`src/rtl/pmfn_pkg.sv`:
```
package pmfn_pkg;
  // Dword indices of the modelled configuration locations
  localparam logic [5:0] PM_BASE_DW  = 6'h12;  // bytes 0x48..0x4B
  localparam logic [5:0] SMB_BASE_DW = 6'h24;  // bytes 0x90..0x93
  localparam logic [5:0] PM_CTL_DW   = 6'h10;  // holds byte 0x41 in lane 1
  localparam logic [5:0] SMB_CTL_DW  = 6'h34;  // holds byte 0xD2 in lane 2
  localparam int PM_CTL_LANE  = 1;
  localparam int SMB_CTL_LANE = 2;
  localparam int PM_EN_BIT    = 7;
  localparam int SMB_EN_BIT   = 0;
  // Event classes that can raise the interrupt: timer, global lock, power button, RTC
  localparam logic [15:0] SCI_EVT_MASK = 16'h0521;
endpackage

```
`src/rtl/pmfn_cfg_regs.sv`:
```
module pmfn_cfg_regs
  import pmfn_pkg::*;
#(
  parameter int ADDR_W    = 16,
  parameter int PM_ALIGN  = 7,
  parameter int SMB_ALIGN = 4
) (
  input  logic              clk,
  input  logic              rst_n,
  input  logic              cfg_we,
  input  logic [5:0]        cfg_dw,
  input  logic [3:0]        cfg_be,
  input  logic [31:0]       cfg_wdata,
  output logic [31:0]       cfg_rdata,
  output logic [ADDR_W-1:0] pm_base,
  output logic              pm_on,
  output logic [ADDR_W-1:0] smb_base,
  output logic              smb_on
);
  localparam int PM_CTL_LSB  = PM_CTL_LANE * 8;
  localparam int SMB_CTL_LSB = SMB_CTL_LANE * 8;

  logic [ADDR_W-1:PM_ALIGN]  pm_hi_q,  pm_hi_d;
  logic [ADDR_W-1:SMB_ALIGN] smb_hi_q, smb_hi_d;
  logic [7:0]                pm_ctl_q;
  logic [3:0]                smb_ctl_q;
  logic pm_base_wr, smb_base_wr, pm_ctl_wr, smb_ctl_wr;

  // Write decode
  always_comb begin
    pm_base_wr  = cfg_we && (cfg_dw == PM_BASE_DW);
    smb_base_wr = cfg_we && (cfg_dw == SMB_BASE_DW);
    pm_ctl_wr   = cfg_we && (cfg_dw == PM_CTL_DW)  && cfg_be[PM_CTL_LANE];
    smb_ctl_wr  = cfg_we && (cfg_dw == SMB_CTL_DW) && cfg_be[SMB_CTL_LANE];
  end

  // Next state: only enabled lanes of the writable field are replaced
  always_comb begin
    pm_hi_d = pm_hi_q;
    for (int b = PM_ALIGN; b < ADDR_W; b++)
      if (cfg_be[b >> 3]) pm_hi_d[b] = cfg_wdata[b];
    smb_hi_d = smb_hi_q;
    for (int b = SMB_ALIGN; b < ADDR_W; b++)
      if (cfg_be[b >> 3]) smb_hi_d[b] = cfg_wdata[b];
  end

  always_ff @(posedge clk or negedge rst_n) begin
    if (!rst_n) begin
      pm_hi_q   <= '0;
      smb_hi_q  <= '0;
      pm_ctl_q  <= '0;
      smb_ctl_q <= '0;
    end else begin
      if (pm_base_wr)  pm_hi_q   <= pm_hi_d;
      if (smb_base_wr) smb_hi_q  <= smb_hi_d;
      if (pm_ctl_wr)   pm_ctl_q  <= cfg_wdata[PM_CTL_LSB +: 8];
      if (smb_ctl_wr)  smb_ctl_q <= cfg_wdata[SMB_CTL_LSB +: 4];
    end
  end

  // Readback
  always_comb begin
    cfg_rdata = '0;
    case (cfg_dw)
      PM_BASE_DW: begin
        cfg_rdata[ADDR_W-1:PM_ALIGN] = pm_hi_q;
        cfg_rdata[0] = 1'b1;
      end
      SMB_BASE_DW: begin
        cfg_rdata[ADDR_W-1:SMB_ALIGN] = smb_hi_q;
        cfg_rdata[0] = 1'b1;
      end
      PM_CTL_DW:  cfg_rdata[PM_CTL_LSB +: 8]  = pm_ctl_q;
      SMB_CTL_DW: cfg_rdata[SMB_CTL_LSB +: 4] = smb_ctl_q;
      default:    cfg_rdata = '0;
    endcase
  end

  always_comb begin
    pm_base  = '0;
    pm_base[ADDR_W-1:PM_ALIGN] = pm_hi_q;
    smb_base = '0;
    smb_base[ADDR_W-1:SMB_ALIGN] = smb_hi_q;
    pm_on  = pm_ctl_q[PM_EN_BIT];
    smb_on = smb_ctl_q[SMB_EN_BIT];
  end

  // A write with lane 1 disabled leaves the upper base byte alone
  assert_pm_lane_hold_R9: assert property (@(posedge clk) disable iff (!rst_n)
    (cfg_we && cfg_dw == PM_BASE_DW && !cfg_be[1]) |=> $stable(pm_hi_q[ADDR_W-1:8]));

  // Byte 0xD2 takes the low nibble of the written lane
  assert_smb_ctl_nibble_R6: assert property (@(posedge clk) disable iff (!rst_n)
    smb_ctl_wr |=> (smb_ctl_q == $past(cfg_wdata[SMB_CTL_LSB +: 4])));

  // A write to an unmodelled dword leaves both bases alone
  assert_other_dw_quiet_R10: assert property (@(posedge clk) disable iff (!rst_n)
    (cfg_we && cfg_dw != PM_BASE_DW && cfg_dw != SMB_BASE_DW)
      |=> ($stable(pm_hi_q) && $stable(smb_hi_q)));
endmodule

```
`src/rtl/pmfn_win_match.sv`:
```
module pmfn_win_match #(
  parameter int ADDR_W    = 16,
  parameter int WIN_BYTES = 128
) (
  input  logic [ADDR_W-1:0] io_addr,
  input  logic [ADDR_W-1:0] base,
  input  logic              on,
  output logic              hit
);
  localparam int ALIGN = $clog2(WIN_BYTES);

  always_comb begin
    hit = on && (io_addr[ADDR_W-1:ALIGN] == base[ADDR_W-1:ALIGN]);
  end
endmodule

```
`src/rtl/pmfn_sci_combine.sv`:
```
module pmfn_sci_combine #(
  parameter int          EVT_W    = 16,
  parameter logic [15:0] EVT_MASK = 16'h0521
) (
  input  logic [EVT_W-1:0] sts,
  input  logic [EVT_W-1:0] en,
  output logic             irq
);
  logic [EVT_W-1:0] term;

  for (genvar g = 0; g < EVT_W; g++) begin : g_evt
    if (EVT_MASK[g]) begin : g_used
      assign term[g] = sts[g] & en[g];
    end else begin : g_unused
      assign term[g] = 1'b0;
    end
  end

  assign irq = |term;
endmodule

```
`src/rtl/pmfn_window_decoder.sv`:
```
module pmfn_window_decoder
  import pmfn_pkg::*;
#(
  parameter int ADDR_W    = 16,
  parameter int PM_BYTES  = 128,
  parameter int SMB_BYTES = 16,
  parameter int EVT_W     = 16
) (
  input  logic              clk,
  input  logic              rst_n,
  input  logic              cfg_we,
  input  logic [5:0]        cfg_dw,
  input  logic [3:0]        cfg_be,
  input  logic [31:0]       cfg_wdata,
  output logic [31:0]       cfg_rdata,
  input  logic [ADDR_W-1:0] io_addr,
  output logic              pm_hit,
  output logic              smb_hit,
  input  logic [EVT_W-1:0]  pm1_sts,
  input  logic [EVT_W-1:0]  pm1_en,
  output logic              sci_irq
);
  localparam int PM_ALIGN  = $clog2(PM_BYTES);
  localparam int SMB_ALIGN = $clog2(SMB_BYTES);

  logic [ADDR_W-1:0] pm_base, smb_base;
  logic              pm_on, smb_on;

  pmfn_cfg_regs #(.ADDR_W(ADDR_W), .PM_ALIGN(PM_ALIGN), .SMB_ALIGN(SMB_ALIGN)) u_regs (
    .clk(clk), .rst_n(rst_n), .cfg_we(cfg_we), .cfg_dw(cfg_dw), .cfg_be(cfg_be),
    .cfg_wdata(cfg_wdata), .cfg_rdata(cfg_rdata),
    .pm_base(pm_base), .pm_on(pm_on), .smb_base(smb_base), .smb_on(smb_on)
  );

  pmfn_win_match #(.ADDR_W(ADDR_W), .WIN_BYTES(PM_BYTES)) u_pm_win (
    .io_addr(io_addr), .base(pm_base), .on(pm_on), .hit(pm_hit)
  );

  pmfn_win_match #(.ADDR_W(ADDR_W), .WIN_BYTES(SMB_BYTES)) u_smb_win (
    .io_addr(io_addr), .base(smb_base), .on(smb_on), .hit(smb_hit)
  );

  pmfn_sci_combine #(.EVT_W(EVT_W), .EVT_MASK(SCI_EVT_MASK)) u_sci (
    .sts(pm1_sts), .en(pm1_en), .irq(sci_irq)
  );

  assert_pm_bit0_R3: assert property (@(posedge clk) disable iff (!rst_n)
    (cfg_dw == PM_BASE_DW) |-> cfg_rdata[0]);
  assert_smb_bit0_R3: assert property (@(posedge clk) disable iff (!rst_n)
    (cfg_dw == SMB_BASE_DW) |-> cfg_rdata[0]);
  assert_pm_gate_R4: assert property (@(posedge clk) disable iff (!rst_n)
    !pm_on |-> !pm_hit);
  assert_smb_gate_R5: assert property (@(posedge clk) disable iff (!rst_n)
    !smb_on |-> !smb_hit);
  assert_sci_idle_R8: assert property (@(posedge clk) disable iff (!rst_n)
    (pm1_en == '0) |-> !sci_irq);
endmodule

```
`config.mk`:
```
export PLATFORM = sky130hd
export DESIGN_NAME = pmfn_window_decoder
export DESIGN_NICKNAME = d
export VERILOG_FILES = /design/src/rtl/pmfn_pkg.sv /design/src/rtl/pmfn_cfg_regs.sv /design/src/rtl/pmfn_win_match.sv /design/src/rtl/pmfn_sci_combine.sv /design/src/rtl/pmfn_window_decoder.sv
export SDC_FILE = /design/constraint.sdc
export NUM_CORES = 1
export LEC_CHECK = 0
export ABC_AREA = 1
export BUFFER_PORTS_ARGS = -buffer_cell sky130_fd_sc_hd__buf_2
export CAP_MARGIN = 20
export CORE_MARGIN = 2
export CORE_UTILIZATION = 44
export DETAILED_ROUTE_END_ITERATION = 8
export HOLD_SLACK_MARGIN = 0.15
export PLACE_DENSITY = 0.81
export SLEW_MARGIN = 25
export SYNTH_ARGS = -nofsm -noshare
export SYNTH_HDL_FRONTEND = slang
export SYNTH_SLANG_ARGS = --single-unit
```
`constraint.sdc`:
```
create_clock -name clk -period 1.4 [get_ports clk]
set_input_delay 0.28 -clock clk [delete_from_list [all_inputs] [get_ports clk]]
set_output_delay 0.28 -clock clk [all_outputs]
set_load 0.02 [all_outputs]
```
==> results.md <==
* Pre-CTS WS at -0.193 ns
* Worst-Skew Late Latency at 0.29 ns
* Vias in the first global route at 2494
* Die width at 74.1 µm
* Share of cells above drive strength 1 at 0.426
* Via count at 2600
* Period minus WS final at 1.75 ns
* # diodes at 0
* Ports at 128
* Synth Warn # at 0
* Number of remaining DRC errors at 0
* Crit. End Element: output pin
* Pwr Density at 793 nW/µm²
* Max Fclk at 572 MHz
* TritonCTS clock tree: yes
* Synth Cell Area at 2160 µm²
* Gr usage total at 0.279
* Yosys reg bits at 33
* Register area share after synthesis at 0.382
* Final setup violation count at 19
* Synth top cells by count: nand2_1, nand3_1, dfrtp_1, inv_1, nor2_1
* Routed wire length at 7740 µm
* Fin. Hold Viols at 0
* Top post-synthesis cells by area: dfrtp_1, nand2_1, nand3_1
* Cells after Synth at 312
* Initial DRC Count at 289
* Setup slack, reg-to-reg at 0.54 ns
* Worst IR Drop VDD at 0.745 mV
* Core region area at 4720 µm²
* Filler cells at 328
* Post-synth top area share at 0.382
* Clock Skews at 0 ns
* Wire per inst at 16.0 µm
* Status: finished with violations
* Worst endpoint required time at 1.12 ns
* Critical-path maximum fanout at 2
* Worst-path clk slew at 0.08 ns
* Overall Power at 2.68 mW
* Syn_area_per_cell at 6.94 µm²
* Vias/cell at 5.36
* Num CTS Buffers at 5
* H-tree levels at 2
* Clock Sink Count at 33
* Synth Flop Type: dfrtp_1
* Synth unique cells at 22
* Initial antenna violation count at 0
* GRT overflow at 0
* Max Cap Viol at 0
* Failing checks: setup timing
* Hold Path Class: in2reg
* DR pass1 iterations at 6
* Setup repair after global routing missed its margin: yes
* Input/output buffers at 67
* P_leak at 1.81 nW
* Fin crit share at 1.25
* Starting Density at 0.458
* Kind of critical path: reg2out
* Final Max Tran Viols at 0
* FFs w/ async S/R, synth at 1.00
* Routability cong. at 0.920
* Number of flops mapped to enable cells by yosys at 0
* CP arrival at 1.47 ns
* First-pass GRT wire length at 11600 µm
* Leading area contributor after synthesis: dfrtp_1
* Die H at 74.1 µm
* Most common cell in the netlist: nand2_1
* Die area at 5500 µm²
* Root buffer cell: clkbuf_8
* ANT nets after route at 0
* CP Launch Type: flop
* Final net count at 510
* Slack of the critical path at -0.349 ns
* Largest net degree at the start of global routing at 20
* Longest Clk Path Bufs at 2
* Worst R2R Path Depth at 3
* Area Growth Syn to Fin at 56.0%
* Core Rows at 25
* Hold path depth at 3
* Hpwl dp at 4580 µm
==> worst max-delay path, cell delays in order (launching register included) <==
cell and delay (ns):
dfrtp_1 0.42, xnor2_1 0.20, nand2_1 0.09, nor2_2 0.14
nand2_1 0.07, nor2_2 0.13, buf_6 0.14
==> state kept, by name, summed over array words and instances (netlist names) <==
register / count
u_regs.pm_hi_q: 9
u_regs.smb_ctl_q: 4
u_regs.smb_hi_q: 12
u_regs.pm_ctl_q: 8
==> logic make-up after synthesis <==
kind of cell,Yosys count,share of synthesized area
buffers and inverters,58,0.138
AND/OR/NAND/NOR,195,0.406
other,1,0.00173
XOR/XNOR,7,0.0283
AO/OA/AOI/OAI,18,0.0451
flip-flops,33,0.382
==> final cells by class <==
cell class                 count  area [µm²]  area share
timing repair buffer         107         846       0.251
tap                           67        83.8      0.0248
multi-input combinational    235        1360       0.403
clock inverter                 2        37.5      0.0111
inverter                      35         141      0.0419
clock buffer                   6        82.6      0.0245
sequential                    33         826       0.245
==> power breakdown <==
group	internal (mW)	switching [mW]
Clock	0.579	0.382
Combinational	0.240	0.358
Sequential	1.04	0.0821
Total	1.86	0.821
==> layout by cell type (no fill, tap or decap), types with 8 or more instances in the layout <==
master,instances
nand2_1,94
buf_2,44
dfrtp_1,33
buf_6,30
buf_4,29
nand3_1,22
inv_1,22
nand4_1,18
conb_1,15
nor2_1,14
nand3_2,14
o21ai_0,13
nor2_4,9
inv_2,8
nand2_2,8
==> path summary, 6_finish.rpt <==
path	startpoint	endpoint
max reg2reg	u_regs.pm_hi_q[11]$_DFFE_PN0P_	u_regs.pm_hi_q[11]$_DFFE_PN0P_
max	u_regs.smb_hi_q[14]$_DFFE_PN0P_	smb_hit
min in group asynchronous	rst_n	u_regs.smb_hi_q[4]$_DFFE_PN0P_
max in group asynchronous	rst_n	u_regs.smb_hi_q[10]$_DFFE_PN0P_
min	cfg_wdata[7]	u_regs.pm_hi_q[7]$_DFFE_PN0P_
min reg2reg	u_regs.smb_ctl_q[1]$_DFFE_PN0P_	u_regs.smb_ctl_q[1]$_DFFE_PN0P_
==> stage by stage <==
stage	instances	setup TNS [ns]	area [µm²]	utilization	hold WS, ns
finish	485	-1.57	3380	0.715	0.228
global route	485	-2.46	3380	0.715	0.236
detailed placement	463	-3.55	2710	0.574	0.222
CTS	483	-1.73	3240	0.687	0.215
floorplan	326	-0.300	2230	-	-0.0156
global placement	463	-3.57	2710	0.574	0.217
==> routing by layer <==
layer	part of all wire	routed length, µm	vias up	global-route usage
met5	0	0	-	0
met3	0.084	652	44	0.0610
met2	0.50	3900	174	0.462
met1	0.37	2830	1208	0.349
met4	0.047	361	0	0.123
li1	-	-	1174	-
==> what timing repair did <==
| item | 4_1_cts | 5_1_grt |
|---|---|---|
| buffers inserted | 10 | 2 |
| gates cloned | 1 | 0 |
| pin swaps | 21 | 18 |
| endpoints found under the hold margin | 14 | 0 |
| hold buffers | 1 | 0 |
| endpoints found under the setup margin | 19 | 21 |
| gates resized for setup | 98 | 29 |
(Power assumes the default switching activity.)
